===== src/rtl/j1850_tx_pkg.sv =====
package j1850_tx_pkg;

  typedef enum logic [1:0] {
    ST_IDLE = 2'd0,
    ST_NB   = 2'd1,
    ST_DATA = 2'd2,
    ST_CRC  = 2'd3
  } tx_state_e;

endpackage


===== src/rtl/j1850_tx_shadow.sv =====
module j1850_tx_shadow #(
  parameter int DATA_W = 8
) (
  input  logic              clk,
  input  logic              rst,
  input  logic              flush,
  input  logic              wr,
  input  logic [DATA_W-1:0] wr_data,
  input  logic              take,
  output logic              full_q,
  output logic              full_n,
  output logic [DATA_W-1:0] data_q
);

  always_comb begin
    if (flush)     full_n = 1'b0;
    else if (wr)   full_n = 1'b1;
    else if (take) full_n = 1'b0;
    else           full_n = full_q;
  end

  always_ff @(posedge clk) begin
    if (rst) begin
      full_q <= 1'b0;
      data_q <= '0;
    end else begin
      full_q <= full_n;
      if (wr && !flush) data_q <= wr_data;
    end
  end

endmodule


===== src/rtl/j1850_tx_crc.sv =====
module j1850_tx_crc #(
  parameter int              DATA_W = 8,
  parameter logic [DATA_W-1:0] POLY   = 8'h1D,
  parameter logic [DATA_W-1:0] INIT   = 8'hFF,
  parameter bit              INVERT = 1'b1
) (
  input  logic              clk,
  input  logic              rst,
  input  logic              clear,
  input  logic              upd,
  input  logic [DATA_W-1:0] data,
  output logic [DATA_W-1:0] crc_tx
);

  logic [DATA_W-1:0] crc_q;
  logic [DATA_W-1:0] crc_next;

  function automatic logic [DATA_W-1:0] fold_byte(input logic [DATA_W-1:0] c_in,
                                                  input logic [DATA_W-1:0] d);
    logic [DATA_W-1:0] c;
    logic              fb;
    c = c_in;
    for (int i = DATA_W - 1; i >= 0; i--) begin
      fb = c[DATA_W-1] ^ d[i];
      c  = {c[DATA_W-2:0], 1'b0} ^ (fb ? POLY : '0);
    end
    return c;
  endfunction

  assign crc_next = fold_byte(crc_q, data);

  always_ff @(posedge clk) begin
    if (rst || clear) crc_q <= INIT;
    else if (upd)     crc_q <= crc_next;
  end

  generate
    if (INVERT) begin : g_inv
      assign crc_tx = ~crc_q;
    end else begin : g_raw
      assign crc_tx = crc_q;
    end
  endgenerate

endmodule


===== src/rtl/j1850_tx_nbsel.sv =====
module j1850_tx_nbsel (
  input  logic fmt_sel,
  input  logic ends_crc,
  output logic nb_val
);

  always_comb begin
    case ({fmt_sel, ends_crc})
      2'b00:   nb_val = 1'b0;
      2'b01:   nb_val = 1'b1;
      2'b10:   nb_val = 1'b1;
      default: nb_val = 1'b0;
    endcase
  end

endmodule


===== src/rtl/j1850_tx_seq.sv =====
module j1850_tx_seq #(
  parameter int                DATA_W   = 8,
  parameter logic [DATA_W-1:0] CRC_POLY = 8'h1D,
  parameter logic [DATA_W-1:0] CRC_INIT = 8'hFF
) (
  input  logic              clk,
  input  logic              rst,
  input  logic              wr_en,
  input  logic [DATA_W-1:0] wr_data,
  input  logic              eod_req,
  input  logic              ifr_en,
  input  logic              nb_fmt,
  input  logic              ifr_crc,
  input  logic              err,
  input  logic              bit_done,
  output logic              bit_start,
  output logic              bit_val,
  output logic              crc_start,
  output logic              tx_empty,
  output logic              busy
);
  import j1850_tx_pkg::*;

  localparam int              CNT_W    = (DATA_W > 1) ? $clog2(DATA_W) : 1;
  localparam logic [CNT_W-1:0] LAST_BIT = CNT_W'(DATA_W - 1);

  tx_state_e         state_q, st_n;
  logic [DATA_W-1:0] shreg_q, sh_n;
  logic [CNT_W-1:0]  cnt_q, cnt_n;
  logic              eod_q, eod_n;
  logic              open_q, open_n;
  logic              bs_q, bs_n;
  logic              bv_q, bv_n;
  logic              cs_q, cs_n;
  logic              empty_q, empty_n;
  logic              busy_q, busy_n;

  logic              wr_acc;
  logic              take;
  logic              crc_clr;
  logic              hold_full, hold_full_n;
  logic [DATA_W-1:0] hold_data;
  logic [DATA_W-1:0] crc_tx;
  logic              nb_val;

  assign wr_acc = wr_en && empty_q && !err;

  j1850_tx_shadow #(.DATA_W(DATA_W)) u_hold (
    .clk     (clk),
    .rst     (rst),
    .flush   (err),
    .wr      (wr_acc),
    .wr_data (wr_data),
    .take    (take),
    .full_q  (hold_full),
    .full_n  (hold_full_n),
    .data_q  (hold_data)
  );

  j1850_tx_crc #(
    .DATA_W (DATA_W),
    .POLY   (CRC_POLY),
    .INIT   (CRC_INIT),
    .INVERT (1'b1)
  ) u_crc (
    .clk    (clk),
    .rst    (rst),
    .clear  (crc_clr),
    .upd    (take),
    .data   (hold_data),
    .crc_tx (crc_tx)
  );

  j1850_tx_nbsel u_nb (
    .fmt_sel  (nb_fmt),
    .ends_crc (ifr_crc),
    .nb_val   (nb_val)
  );

  always_comb begin
    st_n    = state_q;
    sh_n    = shreg_q;
    cnt_n   = cnt_q;
    open_n  = open_q;
    bs_n    = 1'b0;
    bv_n    = bv_q;
    cs_n    = 1'b0;
    take    = 1'b0;
    crc_clr = 1'b0;
    eod_n   = eod_q;

    if (eod_req && (state_q != ST_IDLE || open_q || hold_full)) eod_n = 1'b1;

    case (state_q)
      ST_IDLE: begin
        if (hold_full) begin
          take   = 1'b1;
          sh_n   = hold_data;
          cnt_n  = '0;
          bs_n   = 1'b1;
          open_n = 1'b1;
          if (!open_q && ifr_en) begin
            st_n = ST_NB;
            bv_n = nb_val;
          end else begin
            st_n = ST_DATA;
            bv_n = hold_data[DATA_W-1];
          end
        end else if (eod_q && open_q) begin
          st_n  = ST_CRC;
          sh_n  = crc_tx;
          cnt_n = '0;
          bs_n  = 1'b1;
          bv_n  = crc_tx[DATA_W-1];
          cs_n  = 1'b1;
          eod_n = 1'b0;
        end
      end
      ST_NB: begin
        if (bit_done) begin
          st_n  = ST_DATA;
          cnt_n = '0;
          bs_n  = 1'b1;
          bv_n  = shreg_q[DATA_W-1];
        end
      end
      ST_DATA: begin
        if (bit_done) begin
          if (cnt_q != LAST_BIT) begin
            cnt_n = cnt_q + CNT_W'(1);
            sh_n  = {shreg_q[DATA_W-2:0], 1'b0};
            bs_n  = 1'b1;
            bv_n  = shreg_q[DATA_W-2];
          end else if (hold_full) begin
            take  = 1'b1;
            sh_n  = hold_data;
            cnt_n = '0;
            bs_n  = 1'b1;
            bv_n  = hold_data[DATA_W-1];
          end else if (eod_q) begin
            st_n  = ST_CRC;
            sh_n  = crc_tx;
            cnt_n = '0;
            bs_n  = 1'b1;
            bv_n  = crc_tx[DATA_W-1];
            cs_n  = 1'b1;
            eod_n = 1'b0;
          end else begin
            st_n = ST_IDLE;
          end
        end
      end
      default: begin
        if (bit_done) begin
          if (cnt_q != LAST_BIT) begin
            cnt_n = cnt_q + CNT_W'(1);
            sh_n  = {shreg_q[DATA_W-2:0], 1'b0};
            bs_n  = 1'b1;
            bv_n  = shreg_q[DATA_W-2];
          end else begin
            st_n    = ST_IDLE;
            open_n  = 1'b0;
            crc_clr = 1'b1;
          end
        end
      end
    endcase

    if (err) begin
      st_n    = ST_IDLE;
      cnt_n   = '0;
      open_n  = 1'b0;
      bs_n    = 1'b0;
      cs_n    = 1'b0;
      take    = 1'b0;
      crc_clr = 1'b1;
      eod_n   = 1'b0;
    end

    empty_n = !hold_full_n && !eod_n;
    busy_n  = (st_n != ST_IDLE);
  end

  always_ff @(posedge clk) begin
    if (rst) begin
      state_q <= ST_IDLE;
      shreg_q <= '0;
      cnt_q   <= '0;
      eod_q   <= 1'b0;
      open_q  <= 1'b0;
      bs_q    <= 1'b0;
      bv_q    <= 1'b0;
      cs_q    <= 1'b0;
      empty_q <= 1'b1;
      busy_q  <= 1'b0;
    end else begin
      state_q <= st_n;
      shreg_q <= sh_n;
      cnt_q   <= cnt_n;
      eod_q   <= eod_n;
      open_q  <= open_n;
      bs_q    <= bs_n;
      bv_q    <= bv_n;
      cs_q    <= cs_n;
      empty_q <= empty_n;
      busy_q  <= busy_n;
    end
  end

  assign bit_start = bs_q;
  assign bit_val   = bv_q;
  assign crc_start = cs_q;
  assign tx_empty  = empty_q;
  assign busy      = busy_q;

endmodule


===== config.mk =====
export PLATFORM = sky130hd
export DESIGN_NAME = j1850_tx_seq
export DESIGN_NICKNAME = d
export VERILOG_FILES = /design/src/rtl/j1850_tx_pkg.sv /design/src/rtl/j1850_tx_shadow.sv /design/src/rtl/j1850_tx_crc.sv /design/src/rtl/j1850_tx_nbsel.sv /design/src/rtl/j1850_tx_seq.sv
export SDC_FILE = /design/constraint.sdc
export NUM_CORES = 1
export LEC_CHECK = 0
export BUFFER_PORTS_ARGS = -buffer_cell sky130_fd_sc_hd__buf_4
export CELL_PAD_IN_SITES_DETAIL_PLACEMENT = 2
export CELL_PAD_IN_SITES_GLOBAL_PLACEMENT = 2
export CORE_MARGIN = 1.5
export CORE_UTILIZATION = 32
export DETAILED_ROUTE_END_ITERATION = 8
export PLACE_DENSITY = 0.79
export SYNTH_ARGS = -nofsm -noshare
export SYNTH_HDL_FRONTEND = slang
export SYNTH_SLANG_ARGS = --single-unit
export TNS_END_PERCENT = 5

===== constraint.sdc =====
create_clock -name clk -period 2.3 [get_ports clk]
set_clock_uncertainty 0.2 [all_clocks]
set_input_delay 0.46 -clock clk [delete_from_list [all_inputs] [get_ports clk]]
set_output_delay 0.46 -clock clk [all_outputs]
set_load 0.01 [all_outputs]

==> results.cfg <==
[cts]
clkLatencyLatePin_ns = 0.29
htree_levels = 2
cts_made_buffers = 5
clock-root-buffer = clkbuf_8
max-clock-path-buffers = 2
hold_buffers = 0
clock_sinks = 37
cts_tree = done
path_clk_slew_ns = 0.08

[timing]
finalCritPeriodShare_pct = 101
grt_setup_unrepaired = true
max_freq_ghz = 0.431
hold_ws_ns = 0.198
min_period_ns = 2.32
slew_viol_final = 0
worst_slew_pin_slew_ns = 0.595
layout_setup_ws_ns = -0.0193
relSlewSlack_pct = 60.2
tns_ns = -0.0196
hold_viol = 0
setup_viol = 2

[placement]
port-buffer-count = 21
gp_congestion = 0.828
hpwl_um = 4730
dp_cells = 358

[drt]
finalWirelength_um = 7060
ant_nets = 0
avgRoutedWirePerCell_um = 18.9
drt_pass1_iterations = 6
first_iter_violations = 52
drc = 1
avgViaCountPerCell = 5.34
vias = 1997

[logic_synthesis]
synth_cell_types = 45
syn_inst = 256
synth-edff-count = 0
synth_top_area_share_pct = 33.9
synth_top_flop_cell = dfxtp_1
synth_top_area_cell = dfxtp_1
synth_area_leaders = dfxtp_1, xnor2_1, mux2i_1
yosysWarnings = 0
seq_area_frac_synth_pct = 33.9
synth-seq-cells = 37
synth.avg_cell_area_um2 = 8.53
ys_async_sr_fraction_pct = 0
syn_area_um2 = 2180
synth_fp_nets = 280

[floorplan]
rows = 29
fp.dieW_um = 85.6
pin_count = 22
coreArea_um2 = 6460
start_util_pct = 33.8
die_h_um = 85.6
die_area_um2 = 7330

[global_routing]
grt_start_max_net_pins = 22
grt_pass1_wl_um = 11000
track_usage_pct = 19.6
antenna_found_initial = 0
grt_pass1_vias = 2158
overflow = 0

[job]
cap_violations = 0

[pwr]
total_leakage_power_nw = 1.15
power_mw = 1.52
power_density_nw_per_um2 = 550
ir_worst_vdd_mv = 0.308

[layout]
area_growth_pct = 26.2
nets = 320
drive_above_1_share_pct = 24.6
layoutNonFillerInstCount = 374
fin_util_pct = 42.7
mostFrequentLayoutCell = buf_4
layout_common_cells = buf_4, dfxtp_1, nor2_1, nand2_1, xnor2_1
antennaDiodeCount = 0

[worst_setup_path]
end_kind = register
critPathMaxFanout = 8
cp.arrival_ns = 2.33
required_ns = 2.31
path_class = reg -> reg
cp-start-kind = register

[status]
outcome = finished, violations left
violations = DRC, setup timing

[worst_hold_path]
hold_path.class = in -> reg
[critical path: stages (launching register included)]
cell      delay (ns)
dfxtp_2         0.35
ha_4            0.16
ha_4            0.16
nor3b_4         0.15
a222oi_1        0.35
buf_4           0.20
nand3_4         0.11
or3b_4          0.39
a21oi_1         0.18
[worst paths after layout]
path | from | endpoint | slack, ns | depth (start not counted)
worst max register to register | cnt_q[1] | cnt_q[1] | -0.02 | 8
worst min-delay path | wr_data[2] | u_hold.data_q[2] | 0.20 | 3
worst max-delay path | cnt_q[1] | cnt_q[1] | -0.02 | 8
worst min register to register | bit_val | bit_val | 0.30 | 2
[cells by family after synthesis]
logic type | synth area share [%]
AOI/OAI and AO/OA | 17.0
xor gates and xnor gates | 12.7
adders and majority gates | 4.01
buffers and inverters | 5.27
DFF | 33.9
muxes | 7.85
and+or+nand+nor | 19.2
[synth_stat cells (2+ instances only)]
master / number
o21ai_0: 20
nor2_1: 31
or3_1: 4
nand3b_1: 3
mux2i_1: 16
a221oi_1: 2
clkbuf_8: 4
dfxtp_1: 37
o22ai_1: 2
nor3_1: 2
nand2_1: 28
xnor2_1: 21
ha_1: 7
xor2_1: 3
clkbuf_1: 5
nor2b_1: 4
nand3_1: 4
nand2b_1: 3
inv_1: 7
a21oi_1: 20
xnor3_1: 3
o21a_1: 2
a31oi_1: 2
o211ai_1: 5
[stage by stage]
stage,instance area (µm²),worst slack (ns)
5_1_grt,2760,-0.112
3_3_place_gp,2460,-0.0248
2_1_floorplan,2190,0.00364
4_1_cts,2650,0.00690
3_5_place_dp,2460,-0.124
6_report,2760,-0.0193
[registers in the layout, indices dropped and copies added, names as in the netlist, 2 cells and up]
register,cells
cnt_q,3
u_crc.crc_q,8
u_hold.data_q,8
state_q,2
shreg_q,8
[area by class of cell]
cell class                      count  area, µm²
Clock buffer                        7       86.3
Clock inverter                      1       30.0
Fill cell                         750       3700
Inverter                            7       30.0
Multi-Input combinational cell    201       1430
Sequential cell                    37        748
Tap cell                           77       96.3
Timing Repair Buffer               44        338
[routing by layer]
| layer | track usage [%] | up-vias | part of all wire (%) | wire length (µm) |
|---|---|---|---|---|
| met5 | 0 | - | 0 | 0 |
| met4 | 5.28 | 0 | 2.1 | 148 |
| met3 | 2.98 | 13 | 2.3 | 160 |
| met2 | 36.7 | 30 | 52 | 3650 |
| met1 | 23.0 | 988 | 44 | 3100 |
| li1 | - | 966 | - | - |
[timing repair]
| action | CTS | global route |
|---|---|---|
| endpoints found under the hold margin | 0 | 0 |
| cloned | 0 | 0 |
| buffers inserted | 3 | 5 |
| pin swaps | 3 | 7 |
| setup endpoints to repair | 12 | 12 |
| resized for setup | 10 | 13 |
[where the power goes]
part           internal (mW)  leakage, nW  switching [mW]  total, mW
combinational          0.122        0.793           0.119      0.241
clock                  0.354       0.0585           0.249      0.603
sequential             0.654        0.302          0.0183      0.672
total                   1.13         1.15           0.387       1.52
Power figures use the tool's default switching activity.
